===== config.mk =====
export PLATFORM = sky130hd
export DESIGN_NAME = spi_chunk_xfer
export DESIGN_NICKNAME = d
export VERILOG_FILES = /design/src/rtl/spi_chunk_pkg.sv /design/src/rtl/chunk_pick.sv /design/src/rtl/spi_byte_shift.sv /design/src/rtl/spi_chunk_xfer.sv
export SDC_FILE = /design/constraint.sdc
export NUM_CORES = 1
export LEC_CHECK = 0
export ABC_AREA = 1
export BUFFER_PORTS_ARGS = -buffer_cell sky130_fd_sc_hd__buf_2
export CELL_PAD_IN_SITES_DETAIL_PLACEMENT = 1
export CELL_PAD_IN_SITES_GLOBAL_PLACEMENT = 2
export CORE_MARGIN = 8
export CORE_UTILIZATION = 37
export CTS_CLUSTER_DIAMETER = 40
export DETAILED_ROUTE_END_ITERATION = 7
export MAX_ROUTING_LAYER = met4
export PLACE_DENSITY_LB_ADDON = 0.1
export SLEW_MARGIN = 15
export SYNTH_ARGS = -nofsm -noshare
export SYNTH_HDL_FRONTEND = slang
export SYNTH_SLANG_ARGS = --single-unit

===== constraint.sdc =====
create_clock -name clk -period 6.05 [get_ports clk]
set_clock_uncertainty 0.2 [all_clocks]
set_input_delay 0.3025 -clock clk [delete_from_list [all_inputs] [get_ports clk]]
set_output_delay 0.3025 -clock clk [all_outputs]
set_load 0.05 [all_outputs]

===== src/rtl/spi_chunk_pkg.sv =====
package spi_chunk_pkg;

  typedef enum logic [1:0] {
    SZ_HALF  = 2'd0,
    SZ_WORD  = 2'd1,
    SZ_BURST = 2'd2
  } chunk_size_e;

  typedef enum logic [3:0] {
    S_IDLE,
    S_PICK,
    S_HDR,
    S_DUMMY,
    S_LOAD,
    S_SEND,
    S_RECV,
    S_UNLOAD,
    S_TRAIL,
    S_GAP,
    S_FIN
  } seq_state_e;

endpackage


===== src/rtl/chunk_pick.sv =====
module chunk_pick
  import spi_chunk_pkg::*;
#(
  parameter int RW        = 17,
  parameter int BURST_MAX = 240
) (
  input  logic [2:0]    align,
  input  logic [RW-1:0] remain,
  output chunk_size_e   size,
  output logic [7:0]    clen,
  output logic [3:0]    wsz
);
  logic [RW-1:0] rounded;

  always_comb begin
    rounded = {remain[RW-1:3], 3'b000};
    if (align == 3'd2 || align == 3'd6 || remain == RW'(2)) begin
      size = SZ_HALF;
      clen = 8'd2;
    end else if (align == 3'd4 || remain <= RW'(6)) begin
      size = SZ_WORD;
      clen = 8'd4;
    end else begin
      size = SZ_BURST;
      clen = (rounded > RW'(BURST_MAX)) ? 8'(BURST_MAX) : rounded[7:0];
    end
    wsz = (clen > 8'd8) ? 4'd8 : clen[3:0];
  end
endmodule


===== src/rtl/spi_byte_shift.sv =====
module spi_byte_shift #(
  parameter int HALF = 2
) (
  input  logic       clk,
  input  logic       rst_n,
  input  logic       go,
  input  logic [7:0] tx_byte,
  output logic       done,
  output logic [7:0] rx_byte,
  output logic       sclk,
  output logic       mosi,
  input  logic       miso
);
  localparam int CW = (HALF > 1) ? $clog2(HALF) : 1;

  logic          active, high;
  logic [CW-1:0] cnt;
  logic [2:0]    bitn;
  logic [7:0]    sreg, rxs;

  always_ff @(posedge clk or negedge rst_n) begin
    if (!rst_n) begin
      active <= 1'b0;
      high   <= 1'b0;
      cnt    <= '0;
      bitn   <= '0;
      sreg   <= '0;
      rxs    <= '0;
      done   <= 1'b0;
    end else begin
      done <= 1'b0;
      if (!active) begin
        if (go) begin
          active <= 1'b1;
          high   <= 1'b0;
          cnt    <= '0;
          bitn   <= '0;
          sreg   <= tx_byte;
        end
      end else if (cnt == CW'(HALF - 1)) begin
        cnt <= '0;
        if (!high) begin
          high <= 1'b1;
          rxs  <= {rxs[6:0], miso};
        end else begin
          high <= 1'b0;
          if (bitn == 3'd7) begin
            active <= 1'b0;
            done   <= 1'b1;
          end else begin
            bitn <= bitn + 3'd1;
            sreg <= {sreg[6:0], 1'b0};
          end
        end
      end else begin
        cnt <= cnt + CW'(1);
      end
    end
  end

  assign sclk    = active & high;
  assign mosi    = active & sreg[7];
  assign rx_byte = rxs;


  mosi_stable_chk: assert property (@(posedge clk) disable iff (!rst_n)
    sclk |-> $stable(mosi));
endmodule


===== src/rtl/spi_chunk_xfer.sv =====
module spi_chunk_xfer
  import spi_chunk_pkg::*;
#(
  parameter int LEN_W       = 16,
  parameter int BURST_MAX   = 240,
  parameter int HALF_PERIOD = 2
) (
  input  logic             clk,
  input  logic             rst_n,
  input  logic             start,
  input  logic             req_write,
  input  logic [31:0]      req_addr,
  input  logic [LEN_W-1:0] req_len,
  output logic             busy,
  output logic             done,
  output logic             error,
  input  logic [7:0]       wd_data,
  input  logic             wd_valid,
  output logic             wd_ready,
  output logic [7:0]       rd_data,
  output logic             rd_valid,
  input  logic             rd_ready,
  output logic             spi_cs_n,
  output logic             spi_sclk,
  output logic             spi_mosi,
  input  logic             spi_miso
);
  localparam int RW = LEN_W + 1;

  seq_state_e       state;
  logic             wr_q, err_q, pend_q;
  logic [31:0]      addr_q;
  logic [RW-1:0]    remain_q;
  logic [LEN_W-1:0] real_left_q;
  chunk_size_e      size_q;
  logic [7:0]       clen_q, cleft_q;
  logic [3:0]       wsz_q, idx_q;
  logic [7:0]       wbuf [8];

  chunk_size_e pk_size;
  logic [7:0]  pk_clen;
  logic [3:0]  pk_wsz;

  chunk_pick #(.RW(RW), .BURST_MAX(BURST_MAX)) u_pick (
    .align (addr_q[2:0]),
    .remain(remain_q),
    .size  (pk_size),
    .clen  (pk_clen),
    .wsz   (pk_wsz)
  );

  logic       sh_go, sh_done;
  logic [7:0] sh_tx, sh_rx, hdr_byte;
  logic [3:0] ridx;
  logic       last_in_word, last_word, load_step, bad_req;

  spi_byte_shift #(.HALF(HALF_PERIOD)) u_shift (
    .clk    (clk),
    .rst_n  (rst_n),
    .go     (sh_go),
    .tx_byte(sh_tx),
    .done   (sh_done),
    .rx_byte(sh_rx),
    .sclk   (spi_sclk),
    .mosi   (spi_mosi),
    .miso   (spi_miso)
  );

  always_comb begin
    case (idx_q)
      4'd0:    hdr_byte = {5'd0, 2'(size_q), wr_q};
      4'd1:    hdr_byte = addr_q[31:24];
      4'd2:    hdr_byte = addr_q[23:16];
      4'd3:    hdr_byte = addr_q[15:8];
      default: hdr_byte = addr_q[7:0];
    endcase
    ridx         = wsz_q - 4'd1 - idx_q;
    last_in_word = (idx_q == wsz_q - 4'd1);
    last_word    = (cleft_q == {4'd0, wsz_q});
    load_step    = (real_left_q == '0) || wd_valid;
    bad_req      = req_addr[0] | (~req_write & req_len[0]);
    sh_go = !pend_q && (state == S_HDR || state == S_DUMMY || state == S_SEND ||
                        state == S_RECV || state == S_TRAIL);
    case (state)
      S_HDR:   sh_tx = hdr_byte;
      S_SEND:  sh_tx = wbuf[ridx[2:0]];
      default: sh_tx = 8'h00;
    endcase
  end

  assign busy     = (state != S_IDLE);
  assign done     = (state == S_FIN);
  assign error    = done & err_q;
  assign wd_ready = (state == S_LOAD) && (real_left_q != '0);
  assign rd_valid = (state == S_UNLOAD);
  assign rd_data  = wbuf[ridx[2:0]];
  assign spi_cs_n = !(state == S_HDR || state == S_DUMMY || state == S_LOAD ||
                      state == S_SEND || state == S_RECV || state == S_UNLOAD ||
                      state == S_TRAIL);

  always_ff @(posedge clk or negedge rst_n) begin
    if (!rst_n) begin
      state       <= S_IDLE;
      wr_q        <= 1'b0;
      err_q       <= 1'b0;
      pend_q      <= 1'b0;
      addr_q      <= '0;
      remain_q    <= '0;
      real_left_q <= '0;
      size_q      <= SZ_HALF;
      clen_q      <= '0;
      cleft_q     <= '0;
      wsz_q       <= '0;
      idx_q       <= '0;
      for (int i = 0; i < 8; i++) wbuf[i] <= '0;
    end else begin
      if (sh_go) pend_q <= 1'b1;
      else if (sh_done) pend_q <= 1'b0;

      case (state)
        S_IDLE: if (start) begin
          wr_q        <= req_write;
          addr_q      <= req_addr;
          real_left_q <= req_len;
          remain_q    <= {1'b0, req_len} + RW'(req_write & req_len[0]);
          err_q       <= bad_req;
          if (bad_req || req_len == '0) state <= S_FIN;
          else state <= S_PICK;
        end
        S_PICK: begin
          size_q  <= pk_size;
          clen_q  <= pk_clen;
          cleft_q <= pk_clen;
          wsz_q   <= pk_wsz;
          idx_q   <= '0;
          state   <= S_HDR;
        end
        S_HDR: if (sh_done) begin
          if (idx_q == 4'd4) begin
            idx_q <= '0;
            state <= wr_q ? S_LOAD : S_DUMMY;
          end else idx_q <= idx_q + 4'd1;
        end
        S_DUMMY: if (sh_done) begin
          if (idx_q == 4'd3) begin
            idx_q <= '0;
            state <= S_RECV;
          end else idx_q <= idx_q + 4'd1;
        end
        S_LOAD: if (load_step) begin
          if (real_left_q != '0) begin
            wbuf[idx_q[2:0]] <= wd_data;
            real_left_q      <= real_left_q - LEN_W'(1);
          end else wbuf[idx_q[2:0]] <= 8'h00;
          if (last_in_word) begin
            idx_q <= '0;
            state <= S_SEND;
          end else idx_q <= idx_q + 4'd1;
        end
        S_SEND: if (sh_done) begin
          if (last_in_word) begin
            idx_q   <= '0;
            cleft_q <= cleft_q - {4'd0, wsz_q};
            state   <= last_word ? S_TRAIL : S_LOAD;
          end else idx_q <= idx_q + 4'd1;
        end
        S_TRAIL: if (sh_done) begin
          addr_q   <= addr_q + {24'd0, clen_q};
          remain_q <= remain_q - RW'(clen_q);
          state    <= S_GAP;
        end
        S_RECV: if (sh_done) begin
          wbuf[idx_q[2:0]] <= sh_rx;
          if (last_in_word) begin
            idx_q <= '0;
            state <= S_UNLOAD;
          end else idx_q <= idx_q + 4'd1;
        end
        S_UNLOAD: if (rd_ready) begin
          if (last_in_word) begin
            idx_q   <= '0;
            cleft_q <= cleft_q - {4'd0, wsz_q};
            if (last_word) begin
              addr_q   <= addr_q + {24'd0, clen_q};
              remain_q <= remain_q - RW'(clen_q);
              state    <= S_GAP;
            end else state <= S_RECV;
          end else idx_q <= idx_q + 4'd1;
        end
        S_GAP:   state <= (remain_q == '0) ? S_FIN : S_PICK;
        S_FIN:   state <= S_IDLE;
        default: state <= S_IDLE;
      endcase
    end
  end


  cs_sclk_chk: assert property (@(posedge clk) disable iff (!rst_n)
    spi_cs_n |-> !spi_sclk);

  busy_start_chk: assert property (@(posedge clk) disable iff (!rst_n)
    $rose(busy) |-> $past(start));

  err_quiet_chk: assert property (@(posedge clk) disable iff (!rst_n)
    (err_q && busy) |-> spi_cs_n);

  burst_align_chk: assert property (@(posedge clk) disable iff (!rst_n)
    (!spi_cs_n && clen_q >= 8'd8) |->
      (addr_q[2:0] == 3'd0 && clen_q[2:0] == 3'd0 && clen_q <= 8'(BURST_MAX)));

  word_align_chk: assert property (@(posedge clk) disable iff (!rst_n)
    (!spi_cs_n && clen_q == 8'd4) |-> (addr_q[1:0] == 2'd0));

  rd_hold_chk: assert property (@(posedge clk) disable iff (!rst_n)
    (rd_valid && !rd_ready) |=> (rd_valid && $stable(rd_data)));

  wd_ready_chk: assert property (@(posedge clk) disable iff (!rst_n)
    wd_ready |-> (wr_q && busy && !err_q));
endmodule


Word-level counts from Yosys, hierarchy flattened
Cells that the tools add are included.
Operators by class
  add/sub/neg operators: 10
  $lt $le $gt $ge: 6
  eq/ne operators: 41
  multiplexer cells: 95
  bitwise gates (word level): 12
  reductions and logical operators: 44
Operators by type and width (number)
  two-way mux 64 bit: 3
  two-way mux 32 bit: 5
  bitwise mux 64 bit: 2
  one-hot mux 64 bit (2 select lines): 1
  two-way mux 8 bit: 14
  two-way mux 4 bit: 27
  one-hot mux 32 bit (3 select lines): 1
  two-way mux 17 bit: 5
  AND 64 bit: 1
  inverter 64 bit: 1
  one-hot mux 17 bit (3 select lines): 1
  two-way mux 16 bit: 3
  one-hot mux 4 bit (10 select lines): 1
  adder 32 x 8 -> 32 bit: 1
  zero test 16 bit: 2
  one-hot mux 16 bit (2 select lines): 1
  one-hot mux 8 bit (4 select lines): 1
  binary-select mux 8 bit (select 3 bit): 1
  demux 8 bit (select 3 bit): 1
  != test 2 x 1 -> 1 bit (second input constant): 12
  one-hot mux 4 bit (6 select lines): 1
  one-hot mux 8 bit (3 select lines): 1
  == test 4 x 3 -> 1 bit (second input constant): 5
  two-way mux 3 bit: 6
  other kinds (46): 111
Word-level totals
  register bits after elaboration: 185
  input bits: 63
  output and inout bits: 16
  logic and storage cells: 235

Logic depth before layout (Yosys ltp)
Gate-level depths: netlist of run 1.
  depth after elaboration: 10
  mapped depth: 15
  depth with buffers taken out: 14

Cells and area by module
From an unflattened synthesis of run 1, not the netlist that was laid out.
Second synthesis, totals
  cells, all modules: 2154
  area total of the unflattened synthesis: 13671.9 µm²
Modules (own cells, without submodules)
  spi_chunk_xfer: instances 1, cells each 1956, area an instance 12245.5 µm²
  spi_byte_shift: instances 1, cells each 131, area an instance 1087.3 µm²
  chunk_pick: instances 1, cells each 67, area an instance 339.1 µm²

Worst setup path before layout of run 1
No wires, ideal clock.
  kind: register to register
  start: register idx_q[1]
  end: register u_shift.sreg[5]
  arrival: 2.864 ns
  path slack: 2.921 ns
  cell stages (with the launch flop): 12
  buffers on the path: 1
  cells stage by stage: dfrtp_1 > ha_1 > inv_1 > clkbuf_1 > o21ai_0 > o22ai_1 > inv_1 > o21ai_0 > nand2_1 > nand2_1 > nand2_1 > nand2_1
Between the ends
  longest elaborated chain between the ends: 8
  elaborated cells between the ends (all ways): 13
  those cells by class: add/sub (1); eq/ne (3); mux (7); bitwise (1); reduce/logical (1)
RTL lines
  start, declared: RTL line spi_chunk_xfer.sv:37  | logic [3:0] wsz_q, idx_q;
  start signal, assigned: RTL line spi_chunk_xfer.sv:142  | end else idx_q <= idx_q + 4'd1;
  start signal, assigned: RTL line spi_chunk_xfer.sv:148  | end else idx_q <= idx_q + 4'd1;
  start signal, assigned: RTL line spi_chunk_xfer.sv:158  | end else idx_q <= idx_q + 4'd1;
  subtractor 3 bit: RTL line spi_chunk_xfer.sv:77  | ridx = wsz_q - 4'd1 - idx_q;
  inverter 3 -> 4 bit
  binary-select mux 8 bit (select 3 bit)
  two-way mux 8 bit (2 in series)
  net rd_data[5]: RTL line spi_chunk_xfer.sv:20  | output logic [7:0] rd_data,
  one-hot mux 8 bit (2 select lines): RTL line spi_chunk_xfer.sv:84  | case (state)
  two-way mux 8 bit: RTL line spi_byte_shift.sv:33  | if (go) begin
  two-way mux 8 bit: RTL line spi_byte_shift.sv:32  | if (!active) begin
  end signal, assigned: RTL line spi_byte_shift.sv:38  | sreg <= tx_byte;
  end signal, assigned: RTL line spi_byte_shift.sv:52  | sreg <= {sreg[6:0], 1'b0};
  end, declared: RTL line spi_byte_shift.sv:19  | logic [7:0] sreg, rxs;
The timed path passes the listed nets, and every way through them passes these cells. The select of a mux whose other input is x is not followed.
A chain may end at the register's enable or synchronous reset.

Final worst setup path of run 1
  start: register idx_q[1]
  end: output port rd_data[7]
Between the ends
  longest elaborated chain between the ends: 5
RTL lines
  subtractor 3 bit: RTL line spi_chunk_xfer.sv:77
  inverter 3 -> 4 bit (implied by the code): RTL line spi_chunk_xfer.sv:96  | assign rd_data = wbuf[ridx[2:0]];
  binary-select mux 8 bit (select 3 bit): RTL line spi_chunk_xfer.sv:96
  two-way mux 8 bit (implied by the code) (2 in series): RTL line spi_chunk_xfer.sv:96
  end, declared: RTL line spi_chunk_xfer.sv:20
No other way between the ends. The select of a mux whose other input is x is not followed.

==> impl_metrics.json, run 1 <==
{
  "postCtsHoldBufs": 25,
  "synth_xor_xnor_area_share_pct": 1.209,
  "netlist.area_leader.share_pct": 32.91,
  "yosysMostFrequentCell": "nand2_1",
  "switchingPower_w": 0.0007173,
  "clk_latency_ps": 470,
  "synth.largest_area_cell": "dfrtp_1",
  "worst-path-max-fanout": 17,
  "start_kind": "flop",
  "syn_area_sq_mm": 0.01376,
  "syn2layout_area_growth_pct": 9.891,
  "fin_nets": 2268,
  "clkTransAtPathRegs_ps": 80,
  "slew_headroom_pct": 28.97,
  "clockRootBuffer": "clkbuf_16",
  "antenna_found_initial": 0,
  "synth-compound-area-share_pct": 17.55,
  "p_seq_share_pct": 46.2,
  "synth_area_per_cell_sq_um": 6.407,
  "whs_ps": 2.109,
  "ys_types": 45,
  "worstHoldPathCells": 5,
  "die_h_microns": 208.9,
  "post_cts_resized": 0,
  "swShare_pct": 27.01,
  "portBuffers": 78,
  "rows": 70,
  "cts_buffers": 17,
  "drt-total-wl_microns": 52460,
  "syn_nets": 2241,
  "drt_iter0_markers": 894,
  "min_period_ps": 4215,
  "worstSetupPathType": "flop to output port",
  "start_util_pct": 37.59,
  "fin_crit_sh_pct": 69.67,
  "clkPwrFrac_pct": 45.0,
  "tightest_slew_ps": 1065,
  "grt_pass1_vias": 15140,
  "die-area_sq_mm": 0.04362,
  "grt_usage_pct": 24.94,
  "crit_required_ps": 5550,
  "core_area_sq_mm": 0.03661,
  "yosys_warnings": 0,
  "hp-class": "input port to flop",
  "synth-seq-area-share_pct": 32.91,
  "via_per_inst": 5.488,
  "cts_buffer_depth": 2,
  "async_flop_share_pct": 100.0,
  "ant_nets": 0,
  "endpoint_kind": "output port",
  "fin_tns_setup_ps": 0,
  "post-route-drc-count": 0,
  "power_frac_comb_pct": 8.7,
  "hpwl_microns": 37650,
  "synth_flop_cell": "dfrtp_1",
  "vdd.ir_drop.worst_v": 0.0001934,
  "cts_tree": "built",
  "firstDrtPassIters": 5,
  "rsz0062_at_grt": "false",
  "grt_max_degree": 106,
  "critPathArrivalTime_ps": 3710,
  "antenna_cells": 0,
  "synth-simple-area-share_pct": 35.82,
  "finalPower_w": 0.002656,
  "finalHoldViolations": 0,
  "num_vias": 14580,
  "grt_pass1_wl_microns": 85100,
  "internal_power_w": 0.001938,
  "drv_slew": 0,
  "yosys-top-cells-count": "nand2_1 (605), o21ai_0 (243), nand3_1 (206)",
  "fmax_ghz": 0.2372,
  "synth.area.mux_share_pct": 0,
  "status": "complete, no violations",
  "yosys-top-cells-area": "dfrtp_1 (33%), nand2_1 (16%), o21ai_0 (8.8%)",
  "htreeDepth": 4,
  "routabilityCongestion": 0.8829,
  "synth_edf_count": 0,
  "cellPowerDensity_mw_per_mm2": 175.6,
  "synth_adder_area_share_pct": 2.891,
  "postSynthCellCount": 2148,
  "final_util_pct": 41.31,
  "cap_violations": 0,
  "p_leak_nw": 6.888,
  "synth_top_family_by_area": "simple AND/OR/NAND/NOR gates",
  "ios": 79,
  "cts_sinks": 181,
  "post-cts-setup-buffers": 0,
  "ys_ff_latch": 181,
  "setup_viol": 0,
  "gr-total-overflow": 0,
  "num-fill-cells": 4861,
  "die_x_microns": 208.9,
  "layout-drive-gt1-share_pct": 8.181,
  "wl_per_cell_microns": 19.75,
  "rr_worst_depth": 10
}
==> power groups by stage <==
stage               logic [W]  clock network, W  registers, W
global placement     0.000217                 0       0.00125
global route         0.000262           0.00126       0.00123
finish               0.000231           0.00120       0.00123
detailed placement   0.000219                 0       0.00125
CTS                  0.000233           0.00122       0.00123
floorplan            0.000110                 0       0.00125
==> cell usage in the layout (no fill, tap or decap), types with 6 or more instances in the layout <==
cell type / synthesis / routed
nand2_1: 605 / 604
o21ai_0: 243 / 243
nand3_1: 206 / 206
nor2_1: 196 / 196
dfrtp_1: 181 / 181
inv_1: 172 / 172
a21oi_1: 118 / 118
buf_2: 26 / 77
nor3_1: 76 / 76
o21ai_1: 40 / 40
ha_1: 27 / 27
dlygate4sd3_1: 0 / 25
nand4_1: 20 / 20
inv_2: 20 / 19
clkbuf_16: 0 / 17
xor2_1: 16 / 16
o22ai_1: 14 / 14
o211ai_1: 11 / 11
buf_4: 5 / 10
clkinv_1: 9 / 9
a31oi_1: 8 / 8
nor2_4: 6 / 7
nand2_2: 6 / 7
nor2_2: 8 / 7
o21ai_2: 7 / 7
nand3b_1: 6 / 6
or2_2: 6 / 6
==> worst max-delay path, cell delays in order (launching register included) <==
cell and delay [ps]:
dfrtp_1 470, ha_1 780, inv_1 510, a21oi_1 240, o21ai_0 100, nand2_1 90, inv_1 50, o21ai_0 590
buf_2 400
==> logic make-up (layout without fill, tap and decap cells) <==
| family | after synthesis | count (layout) |
|---|---|---|
| AND/OR/NAND/NOR | 1154 | 1154 |
| AO/OA/AOI/OAI | 457 | 457 |
| buffers and inverters | 307 | 347 |
| flip-flops | 181 | 181 |
| adder cells (fa/ha/maj) | 30 | 30 |
| XOR/XNOR | 19 | 19 |
==> metal layers <==
metal	up-vias	share of wire [%]	GRT usage, %	wire [microns]
met2	259	48	40.61	24950
met1	7124	47	31.90	24440
met3	72	3.5	3.771	1814
met4	0	2.4	7.193	1249
li1	7122	-	-	-
met5	-	0	-	0
==> layout make-up <==
| class | count | area (sq um) | area share, % |
|---|---|---|---|
| flip-flops and latches | 181 | 4529 | 29.95 |
| well taps | 468 | 585.6 | 3.872 |
| repair buffers | 114 | 744.5 | 4.922 |
| clock buffers | 22 | 474.2 | 3.135 |
| inverters | 201 | 755.7 | 4.997 |
| clock inverters | 10 | 117.6 | 0.7776 |
| multi-input cells | 1660 | 7918 | 52.35 |
==> stage by stage <==
| step | setup WS (ps) | instances | area [sq um] |
|---|---|---|---|
| after floorplan | 2921 | 2148 | 13760 |
| after global placement | 2084 | 2599 | 14280 |
| after detailed placement | 2011 | 2599 | 14280 |
| after CTS | 1881 | 2656 | 15120 |
| after global routing | 1574 | 2656 | 15120 |
| final | 1835 | 2656 | 15120 |
==> state kept, by name, summed over array words and instances, names as in the netlist, 2 cells and up <==
name	cells
real_left_q	16
remain_q	17
clen_q	6
u_shift.sreg	8
cleft_q	7
idx_q	4
u_shift.rx_byte	8
wsz_q	3
addr_q	32
u_shift.bitn	3
wbuf	64
size_q	2
state	4
==> worst paths after layout <==
| kind | startpoint | endpoint | slack (ps) |
|---|---|---|---|
| min reg2reg | u_shift.sreg[1]$_DFFE_PN0P_ | u_shift.sreg[1]$_DFFE_PN0P_ | 280 |
| min | req_addr[17] | addr_q[17]$_DFFE_PN0P_ | 2 |
| max in group asynchronous | rst_n | addr_q[31]$_DFFE_PN0P_ | 4280 |
| min in group asynchronous | rst_n | remain_q[9]$_DFFE_PN0P_ | 230 |
| max reg2reg | idx_q[1]$_DFFE_PN0P_ | addr_q[15]$_DFFE_PN0P_ | 1960 |
| max | idx_q[1]$_DFFE_PN0P_ | rd_data[7] | 1830 |
(Power assumes the default switching activity.)
==> run 2: changes to the inputs <==
Settings changed: ABC_AREA 1 to 0, CORE_UTILIZATION 37 to 38.
Clock period 6.05 ns to 3.91 ns, I/O delays scaled along.
==> impl_metrics.json, run 2 <==
{
  "synth-seq-area-share_pct": 40.89,
  "whs_ps": 33.13,
  "rows": 62,
  "worstSetupPathType": "flop to output port",
  "via_per_inst": 5.783,
  "drt-total-wl_microns": 37330,
  "post-route-drc-count": 0,
  "vdd.ir_drop.worst_v": 0.0003195,
  "regToRegEndpoint": "addr_q[20]$_DFFE_PN0P_",
  "clockRootBuffer": "clkbuf_16",
  "syn_nets": 1333,
  "fin_crit_sh_pct": 91.53,
  "top_regs": "wbuf: 64 flops, addr_q: 32 flops, remain_q: 17 flops",
  "switchingPower_w": 0.001522,
  "firstDrtPassIters": 5,
  "cp.buffers_inverters": 3,
  "largest_register_ffs": 64,
  "reg2reg_from": "wsz_q[2]$_DFFE_PN0P_",
  "fin_nets": 1441,
  "cts_buffer_depth": 2,
  "status": "complete, no violations",
  "endpoint_kind": "output port",
  "r2r_slack_ps": 700,
  "grt_pass1_vias": 10430,
  "layout_commonest_cell": "dfrtp_1",
  "htreeDepth": 4,
  "cellPowerDensity_mw_per_mm2": 368.4,
  "p_leak_nw": 5.698,
  "cp_num_cells": 8,
  "clk_latency_ps": 450,
  "cpPeakStageDelay_ps": 830,
  "async_flop_share_pct": 100.0,
  "synth_edf_count": 0,
  "p_seq_share_pct": 45.6,
  "portBuffers": 78,
  "start_util_pct": 38.60,
  "syn2layout_area_growth_pct": 18.16,
  "yosys_warnings": 0,
  "fmax_ghz": 0.2794,
  "layout-drive-gt1-share_pct": 15.72,
  "postSynthCellCount": 1240,
  "crit_family": "XOR/XNOR gates",
  "ys_types": 86,
  "clkTransAtPathRegs_ps": 80,
  "endpoint": "rd_data[0]",
  "crit_start": "wsz_q[2]$_DFFE_PN0P_",
  "ys_ff_latch": 181,
  "swShare_pct": 31.57,
  "regMostFlops": "wbuf",
  "cts_buffers": 17,
  "ios": 79,
  "finalHoldViolations": 0,
  "synth.largest_area_cell": "dfrtp_1",
  "start_kind": "flop",
  "grt_pass1_wl_microns": 60000,
  "grt_usage_pct": 21.97,
  "cts_tree": "built",
  "antenna_found_initial": 0,
  "die_x_microns": 186.7,
  "slew_headroom_pct": 24.98,
  "synth_area_per_cell_sq_um": 8.934,
  "worst-path-max-fanout": 15,
  "power_frac_comb_pct": 16.3,
  "post-cts-setup-buffers": 0,
  "routabilityCongestion": 0.8845,
  "crit_required_ps": 3510,
  "internal_power_w": 0.003300,
  "cap_violations": 0,
  "clkPwrFrac_pct": 38.1,
  "fin_tns_setup_ps": 0,
  "critPathArrivalTime_ps": 3180,
  "gr-total-overflow": 0,
  "num-fill-cells": 3350,
  "path_common_cell": "inv_1",
  "yosysMostFrequentCell": "dfrtp_1",
  "drt_iter0_markers": 622,
  "crit_chain": "inv_1 > ha_1 > xnor3_1 > mux2_2 > or3_1 > nand4_1 > inv_1 > buf_2",
  "yosys-top-cells-area": "dfrtp_1 (41%), o21ai_0 (5.9%), nand2_1 (5.1%)",
  "worstHoldPathCells": 4,
  "cts_sinks": 181,
  "synth_flop_cell": "dfrtp_1",
  "rr_worst_depth": 8,
  "min_period_ps": 3579,
  "wl_per_cell_microns": 21.39,
  "hpwl_microns": 27070,
  "num_vias": 10090,
  "ant_nets": 0,
  "tightest_slew_ps": 1122,
  "rsz0062_at_grt": "false",
  "netlist.area_leader.share_pct": 40.89,
  "core_area_sq_mm": 0.02870,
  "most-common-layout-cells": "dfrtp_1 (181), nand2_1 (149), o21ai_0 (131)",
  "hp-class": "input port to flop",
  "antenna_cells": 0,
  "die_h_microns": 186.7,
  "grt_max_degree": 94,
  "drv_slew": 0,
  "yosys-top-cells-count": "dfrtp_1 (181), nand2_1 (150), o21ai_0 (131)",
  "critPathSlowestCell": "xnor3_1",
  "die-area_sq_mm": 0.03487,
  "place_inst": 1655,
  "fin_cells": 1745,
  "syn_area_sq_mm": 0.01108,
  "setup_viol": 0
}
==> run 2: final cells by class <==
type / instances / area [sq um] / share of cell area [%]
clock buffers: 18 / 439.2 / 3.355
clock inverters: 14 / 186.4 / 1.424
inverters: 30 / 112.6 / 0.8603
multi-input cells: 957 / 6150 / 46.98
flip-flops and latches: 181 / 4529 / 34.60
well taps: 384 / 480.5 / 3.670
repair buffers: 161 / 1192 / 9.109
==> run 2: what timing repair did <==
| item | 4_1_cts | 5_1_grt |
|---|---|---|
| endpoints found under the hold margin | 202 | 0 |
| resized for setup | 0 | 0 |
| hold buffers | 58 | 0 |
==> run 2: how the worst min path moves through the flow <==
stage                       startpoint                    endpoint  slack [ps]
after detailed placement         rst_n  real_left_q[1]$_DFFE_PN0P_         160
final                     req_addr[25]      addr_q[25]$_DFFE_PN0P_          30
after floorplan                  rst_n       addr_q[0]$_DFFE_PN0P_        -300
after global placement           rst_n  real_left_q[1]$_DFFE_PN0P_         160
after global routing      req_addr[25]      addr_q[25]$_DFFE_PN0P_          40
after CTS                 req_addr[25]      addr_q[25]$_DFFE_PN0P_          20
==> run 2: kinds of logic (layout without fill, tap and decap cells) <==
logic type / after synthesis / count (layout) / synth area share (%)
mux: 55 / 55 / 6.460
fa+ha+maj: 30 / 30 / 3.592
simple gates: 462 / 462 / 20.87
flops: 181 / 181 / 40.89
compound gates: 388 / 388 / 22.35
xor+xnor: 22 / 22 / 1.999
buf+inv: 102 / 223 / 3.840
==> run 2: power by group through the flow <==
| stage | sequential [W] | clock, W | combinational (W) |
|---|---|---|---|
| 3_5_place_dp | 0.00224 | 0 | 0.000745 |
| 2_1_floorplan | 0.00216 | 0 | 0.000499 |
| 6_report | 0.00220 | 0.00184 | 0.000785 |
| 3_3_place_gp | 0.00223 | 0 | 0.000726 |
| 4_1_cts | 0.00220 | 0.00189 | 0.000793 |
| 5_1_grt | 0.00222 | 0.00195 | 0.000878 |
==> run 2: stage by stage <==
stage	total power (W)	cell area (sq um)	setup WS [ps]	utilization, %
floorplan	0.002663	11080	454.9	-
global placement	0.002953	11880	784.3	41.40
global route	0.005051	13090	187.7	45.61
CTS	0.004880	13090	285.6	45.61
detailed placement	0.002981	11880	701.3	41.40
finish	0.004822	13090	331.3	45.61
==> run 2: worst register-to-register path, delay by kind of cell (launching register included) <==
family	cells	cell delay (ps)
AO/OA/AOI/OAI	2	1100
XOR/XNOR	1	260
adder cells (fa/ha/maj)	1	330
buffers and inverters	2	420
flip-flops	1	400
AND/OR/NAND/NOR	2	390
==> run 2: metal layers <==
metal,vias up,track usage [%],share of wire (%)
met5,-,-,0
li1,4801,-,-
met3,32,3.374,3.2
met2,180,33.76,46
met4,0,5.101,1.5
met1,5078,30.21,49
